[src/rtl/evt_irq_pkg.sv]
package evt_irq_pkg;

  localparam int EVT_W   = 8;
  localparam int WORD_W  = 32;

  localparam logic [WORD_W-1:0] OFF_MASTER_EN = 32'h0000_001C;
  localparam logic [WORD_W-1:0] OFF_STATUS    = 32'h0000_0020;
  localparam logic [WORD_W-1:0] OFF_ENABLE    = 32'h0000_0028;
  localparam logic [WORD_W-1:0] OFF_SOFT_RST  = 32'h0000_0040;
  localparam logic [WORD_W-1:0] SOFT_RST_KEY  = 32'h0000_000A;

  localparam int MASTER_EN_BIT = 31;

  typedef enum logic [2:0] {
    EV_ARB_LOST   = 3'd0,
    EV_TX_ERR     = 3'd1,
    EV_TX_EMPTY   = 3'd2,
    EV_RX_LEVEL   = 3'd3,
    EV_BUS_IDLE   = 3'd4,
    EV_SLV_ADDR   = 3'd5,
    EV_SLV_UNADDR = 3'd6,
    EV_TX_HALF    = 3'd7
  } evt_idx_e;

  typedef struct packed {
    logic wr_master;
    logic wr_status;
    logic wr_enable;
    logic key_hit;
    logic key_miss;
  } reg_strobe_t;

  // next value of one sticky bit: a wipe beats everything, an event beats a clear
  function automatic logic sticky_bit(input logic cur, input logic ev,
                                      input logic clr, input logic wipe);
    if (wipe) return 1'b0;
    return (cur & ~clr) | ev;
  endfunction

  // interrupt level from the three registers
  function automatic logic irq_level(input logic master,
                                     input logic [EVT_W-1:0] stat,
                                     input logic [EVT_W-1:0] en);
    return master & (|(stat & en));
  endfunction

endpackage

[src/rtl/evt_reg_decode.sv]
module evt_reg_decode
  import evt_irq_pkg::*;
#(
  parameter int ADDR_W = 8
) (
  input  logic              bus_wr,
  input  logic [ADDR_W-1:0] bus_addr,
  input  logic [WORD_W-1:0] bus_wdata,
  output reg_strobe_t       strobe
);
  localparam int PAD_W = WORD_W - ADDR_W;

  logic [WORD_W-1:0] addr_ext;
  logic              at_rst;

  assign addr_ext = {{PAD_W{1'b0}}, bus_addr};
  assign at_rst   = bus_wr && (addr_ext == OFF_SOFT_RST);

  always_comb begin
    strobe.wr_master = bus_wr && (addr_ext == OFF_MASTER_EN);
    strobe.wr_status = bus_wr && (addr_ext == OFF_STATUS);
    strobe.wr_enable = bus_wr && (addr_ext == OFF_ENABLE);
    strobe.key_hit   = at_rst && (bus_wdata == SOFT_RST_KEY);
    strobe.key_miss  = at_rst && (bus_wdata != SOFT_RST_KEY);
  end

  // at most one register is written per cycle
  always_comb begin
    a_r10_one_target: assert ($countones({strobe.wr_master, strobe.wr_status,
                                         strobe.wr_enable, strobe.key_hit,
                                         strobe.key_miss}) <= 1)
      else $error("decode selected more than one register");
  end
endmodule

[src/rtl/evt_sticky_bank.sv]
module evt_sticky_bank
  import evt_irq_pkg::*;
#(
  parameter int NUM_EVT = EVT_W
) (
  input  logic               clk,
  input  logic               rst_n,
  input  logic [NUM_EVT-1:0] ev_in,
  input  logic               clr_wr,
  input  logic [NUM_EVT-1:0] clr_mask,
  input  logic               wipe,
  output logic [NUM_EVT-1:0] stat_q
);
  logic [NUM_EVT-1:0] clr_eff;
  assign clr_eff = clr_wr ? clr_mask : '0;

  for (genvar i = 0; i < NUM_EVT; i++) begin : g_bit
    always_ff @(posedge clk or negedge rst_n) begin
      if (!rst_n) stat_q[i] <= 1'b0;
      else        stat_q[i] <= sticky_bit(stat_q[i], ev_in[i], clr_eff[i], wipe);
    end
  end

  // every pulsed event is captured on the next edge unless wiped
  a_r3_event_captured: assert property (@(posedge clk) disable iff (!rst_n)
    (!wipe && ev_in != '0) |=> ((stat_q & $past(ev_in)) == $past(ev_in)))
    else $error("event pulse not captured");

  // a cleared bit with no event in the same cycle reads zero next
  a_r4_clear_works: assert property (@(posedge clk) disable iff (!rst_n)
    (clr_wr && !wipe) |=> ((stat_q & $past(clr_mask & ~ev_in)) == '0))
    else $error("write-one-to-clear failed");

  // bits not cleared and not wiped never drop
  a_r3_sticky_hold: assert property (@(posedge clk) disable iff (!rst_n)
    (!wipe && !clr_wr) |=> ((stat_q & $past(stat_q)) == $past(stat_q)))
    else $error("status bit lost without a clear");
endmodule

[src/rtl/evt_soft_reset.sv]
module evt_soft_reset (
  input  logic clk,
  input  logic rst_n,
  input  logic key_hit,
  input  logic key_miss,
  output logic pulse_q
);
  always_ff @(posedge clk or negedge rst_n) begin
    if (!rst_n) pulse_q <= 1'b0;
    else        pulse_q <= key_hit;
  end

  // the pulse only ever follows a key write
  a_r8_pulse_after_key: assert property (@(posedge clk) disable iff (!rst_n)
    pulse_q |-> $past(key_hit))
    else $error("reset pulse without key");

  // a wrong value written to the reset offset gives no pulse
  a_r8_bad_key_silent: assert property (@(posedge clk) disable iff (!rst_n)
    key_miss |=> !pulse_q)
    else $error("reset pulse after wrong key");
endmodule

[src/rtl/evt_irq_unit.sv]
module evt_irq_unit
  import evt_irq_pkg::*;
#(
  parameter int ADDR_W  = 8,
  parameter int NUM_EVT = EVT_W
) (
  input  logic               clk,
  input  logic               rst_n,
  input  logic               bus_wr,
  input  logic [ADDR_W-1:0]  bus_addr,
  input  logic [WORD_W-1:0]  bus_wdata,
  output logic [WORD_W-1:0]  bus_rdata,
  input  logic [NUM_EVT-1:0] ev_pulse,
  output logic               irq_out,
  output logic               soft_rst_pulse
);
  localparam int PAD_W  = WORD_W - ADDR_W;
  localparam int HIGH_W = WORD_W - NUM_EVT;

  reg_strobe_t        strobe;
  logic [NUM_EVT-1:0] stat_q;
  logic [NUM_EVT-1:0] en_q;
  logic               master_q;
  logic [NUM_EVT-1:0] pending;
  logic [WORD_W-1:0]  addr_ext;

  evt_reg_decode #(.ADDR_W(ADDR_W)) u_decode (
    .bus_wr    (bus_wr),
    .bus_addr  (bus_addr),
    .bus_wdata (bus_wdata),
    .strobe    (strobe)
  );

  evt_sticky_bank #(.NUM_EVT(NUM_EVT)) u_status (
    .clk      (clk),
    .rst_n    (rst_n),
    .ev_in    (ev_pulse),
    .clr_wr   (strobe.wr_status),
    .clr_mask (bus_wdata[NUM_EVT-1:0]),
    .wipe     (strobe.key_hit),
    .stat_q   (stat_q)
  );

  evt_soft_reset u_rst (
    .clk      (clk),
    .rst_n    (rst_n),
    .key_hit  (strobe.key_hit),
    .key_miss (strobe.key_miss),
    .pulse_q  (soft_rst_pulse)
  );

  always_ff @(posedge clk or negedge rst_n) begin
    if (!rst_n)                en_q <= '0;
    else if (strobe.key_hit)   en_q <= '0;
    else if (strobe.wr_enable) en_q <= bus_wdata[NUM_EVT-1:0];
  end

  always_ff @(posedge clk or negedge rst_n) begin
    if (!rst_n)                master_q <= 1'b0;
    else if (strobe.wr_master) master_q <= bus_wdata[MASTER_EN_BIT];
  end

  assign pending = stat_q & en_q;
  assign irq_out = irq_level(master_q, stat_q, en_q);

  assign addr_ext = {{PAD_W{1'b0}}, bus_addr};
  always_comb begin
    bus_rdata = '0;
    if (addr_ext == OFF_MASTER_EN)   bus_rdata[MASTER_EN_BIT] = master_q;
    else if (addr_ext == OFF_STATUS) bus_rdata = {{HIGH_W{1'b0}}, stat_q};
    else if (addr_ext == OFF_ENABLE) bus_rdata = {{HIGH_W{1'b0}}, en_q};
  end

  // interrupt only with master enable and a pending bit
  a_r7_irq_gated: assert property (@(posedge clk) disable iff (!rst_n)
    irq_out |-> (master_q && pending != '0))
    else $error("interrupt without cause");

  // during the reset pulse status and enable are already wiped
  a_r9_wiped_on_pulse: assert property (@(posedge clk) disable iff (!rst_n)
    soft_rst_pulse |-> (stat_q == '0 && en_q == '0))
    else $error("registers not wiped by soft reset");

  // the master enable survives a key write
  a_r9_master_kept: assert property (@(posedge clk) disable iff (!rst_n)
    soft_rst_pulse |-> $stable(master_q))
    else $error("master enable changed by soft reset");
endmodule

[config.mk]
export PLATFORM = sky130hd
export DESIGN_NAME = evt_irq_unit
export DESIGN_NICKNAME = d
export VERILOG_FILES = /design/src/rtl/evt_irq_pkg.sv /design/src/rtl/evt_reg_decode.sv /design/src/rtl/evt_sticky_bank.sv /design/src/rtl/evt_soft_reset.sv /design/src/rtl/evt_irq_unit.sv
export SDC_FILE = /design/constraint.sdc
export NUM_CORES = 1
export LEC_CHECK = 0
export ABC_AREA = 1
export BUFFER_PORTS_ARGS = -buffer_cell sky130_fd_sc_hd__buf_2
export CAP_MARGIN = 20
export CORE_ASPECT_RATIO = 0.7
export CORE_UTILIZATION = 30
export DETAILED_ROUTE_END_ITERATION = 6
export GPL_ROUTABILITY_DRIVEN = 0
export SETUP_SLACK_MARGIN = 0.02
export SLEW_MARGIN = 30
export SYNTH_ARGS = -nofsm -noshare
export SYNTH_HDL_FRONTEND = slang
export SYNTH_SLANG_ARGS = --single-unit
export TNS_END_PERCENT = 1
[constraint.sdc]
create_clock -name clk -period 1.3 [get_ports clk]
set_input_delay 0.13 -clock clk [delete_from_list [all_inputs] [get_ports clk]]
set_output_delay 0.13 -clock clk [all_outputs]
set_load 0.005 [all_outputs]
==> summary.md <==
| Metric | Value |
|---|---|
| Syn avg cell area | `6.65 um^2` |
| Clock Path Buffers | `2` |
| Area Overhead vs Synth | `25.5%` |
| WL met2 | `1790 um` |
| First-pass GRT wire length | `6610 um` |
| Family with the most delay on the worst path | `flip-flops` |
| Maxcap violations | `0` |
| Via density | `4.16` |
| Vias | `1627` |
| Syn. warnings | `0` |
| Initial antenna violation count | `0` |
| Slowest stage delay, CP | `0.40 ns` |
| Die Area | `5840 um^2` |
| Clock root cell | `clkbuf_8` |
| Final instance area | `2080 um^2` |
| Post-layout util | `0.394` |
| Clk pin slew, worst setup/hold paths | `0.07 ns` |
| Commonest non-fill, non-tap cell in the layout | `nand2_1` |
| Worst setup path class | `flip-flop to output port` |
| PnR worst setup slack | `-0.0142 ns` |
| CTS sink count | `18` |
| Final setup TNS | `-0.0142 ns` |
| Setup violations, final | `1` |
| Post-layout minimum cycle time | `1.31 ns` |
| Critical Path End Type | `output port` |
| DR top layer | `met4` |
| VDD IR-drop max | `271 uV` |
| Failing checks | `negative setup slack` |
| Initial DRC count | `83` |
| Skew final | `0 ns` |
| Drt pass-1 iters | `4` |
| Synth top area share | `0.271` |
| Most frequent cells in the layout | `64 x nand2_1, 61 x buf_2, 42 x inv_1, 30 x nor2_1, 23 x conb_1` |
| Initial Utilization | `0.314` |
| Arrival time at the worst endpoint | `1.18 ns` |
| Leakage Power | `1.21 nW` |
| Setup slack at placement | `0.0689 ns` |
| Synth area leader | `dfrtp_1` |
| Dpl cell area | `1990 um^2` |
| Top cells by area, synth | `dfrtp_1 27%, nand2_1 14%, buf_4 12%, inv_1 9.7%, nor2_1 6.8%` |
| Die X-Extent | `91.0 um` |
| Fmax achieved | `761 MHz` |
| Min-Delay Path Class | `primary input to flip-flop` |
| Routed Antenna Nets | `0` |
| Unrepaired setup endpoints after global routing | `true` |
| CP Buf/Inv Count | `1` |
| Outcome | `finished, violations left` |
| WL per Instance | `10.4 um` |
| # diodes | `0` |
| DR WL met3 | `203 um` |
| Vias in the first global route | `1389` |
| Post-DP HPWL | `3290 um` |
| Startpoint type of the worst setup path | `flip-flop` |
| Routed length on met1 | `2070 um` |
| CTS H-tree depth | `1` |
| Final Hold Vio Count | `0` |
| Yosys reg bits | `18` |
| Final period utilization | `1.01` |
| Share of layout cells above drive strength 1 | `0.329` |
| Worst-Skew Late Latency | `0.25 ns` |
| DRC errors left | `0` |
| Chip height | `64.3 um` |
| CORE AREA | `5290 um^2` |
| Clock buffer count from CTS | `3` |
| Critical path peak fanout | `2` |
| Final WL | `4070 um` |
| CP Cell Sequence | `a22o_1 -> nor2_1 -> a21oi_1 -> buf_2` |
| Fin. max-slew vios | `0` |
| Syn Std Cell Area | `1660 um^2` |
| Synth Instances | `250` |
| Worst Path Required | `1.17 ns` |
| Rows | `22` |
| Yosys cell types | `25` |
| GR Util All Layers | `0.143` |
| Register area share after synthesis | `0.271` |
| Ports | `85` |
| Overall Power | `1.25 mW` |
| PortBufs | `61` |
| GRT overflow | `0` |
| Pwr Density | `600 nW/um^2` |
| Pin count of the biggest net entering global routing | `20` |
| CTS tree | `yes` |
| Nets | `372` |
| Slowest cell on the critical path | `dfrtp_1` |
-- repair_timing --
| item | in CTS | in global routing |
|---|---|---|
| hold buffers | 1 | 0 |
| endpoints found under the setup margin | 2 | 6 |
| endpoints found under the hold margin | 18 | 0 |
| buffers inserted | 3 | 1 |
| gates resized for setup | 0 | 3 |
| pin swaps | 1 | 1 |
-- final timing paths --
| path | slack [ns] | start | end | cells past startpoint |
|---|---|---|---|---|
| worst min register to register | 0.57 | u_status.stat_q[7]$_DFF_PN0_ | u_status.stat_q[7]$_DFF_PN0_ | 4 |
| worst max-delay path | -0.01 | en_q[3]$_DFFE_PN0P_ | irq_out | 4 |
| max in group asynchronous | 0.63 | rst_n | u_status.stat_q[4]$_DFF_PN0_ | 2 |
| worst max register to register | 0.45 | en_q[3]$_DFFE_PN0P_ | en_q[3]$_DFFE_PN0P_ | 5 |
| worst min-delay path | 0.11 | bus_wdata[31] | master_q$_DFFE_PN0P_ | 2 |
| min in group asynchronous | 0.36 | rst_n | master_q$_DFFE_PN0P_ | 2 |
-- layer usage --
| layer | up-vias | GRT usage |
|---|---|---|
| met5 | - | 0 |
| met4 | 0 | 0.0119 |
| met3 | 2 | 0.0369 |
| met2 | 48 | 0.223 |
| met1 | 716 | 0.206 |
| li1 | 861 | - |
-- cell usage after synthesis, drive strengths merged --
| cell | number |
|---|---|
| o21a | 1 |
| nor3 | 2 |
| nand4 | 12 |
| a22o | 2 |
| buf | 28 |
| o22ai | 6 |
| nand2 | 68 |
| nor4 | 3 |
| dfrtp | 18 |
| or2 | 1 |
| conb | 1 |
| inv | 46 |
| a21oi | 1 |
| nor2 | 45 |
| nand3b | 1 |
| nand3 | 15 |
-- registers in the layout, indices dropped and copies added, names as in the netlist --
register         cells
master_q             1
en_q                 8
u_status.stat_q      8
u_rst.pulse_q        1
-- metrics by stage --
step,instances,hold slack [ns]
after floorplan,272,-0.166
after global placement,383,0.0918
after detailed placement,383,0.0991
after CTS,390,0.114
after global routing,391,0.131
final,391,0.113
-- power by group --
group,total [mW],internal (mW),switching (mW)
clock,0.386,0.206,0.181
sequential,0.582,0.574,0.00871
combinational,0.282,0.120,0.162
-- kinds of logic (layout without fill, tap and decap cells) --
kind of cell | count (synthesis) | after routing | synth area share
other cells | 1 | 23 | 0.00226
simple gates | 147 | 147 | 0.451
compound gates | 10 | 10 | 0.0407
buf+inv | 74 | 121 | 0.235
flops | 18 | 18 | 0.271
-- cell type report --
class                   count  area [um^2]
fillers                   586         3200
repair buffers             72          415
well taps                  72         90.1
clock buffers               3         41.3
multi-input cells         180          915
inverters                  46          173
flip-flops and latches     18          450
(Power assumes the default switching activity.)
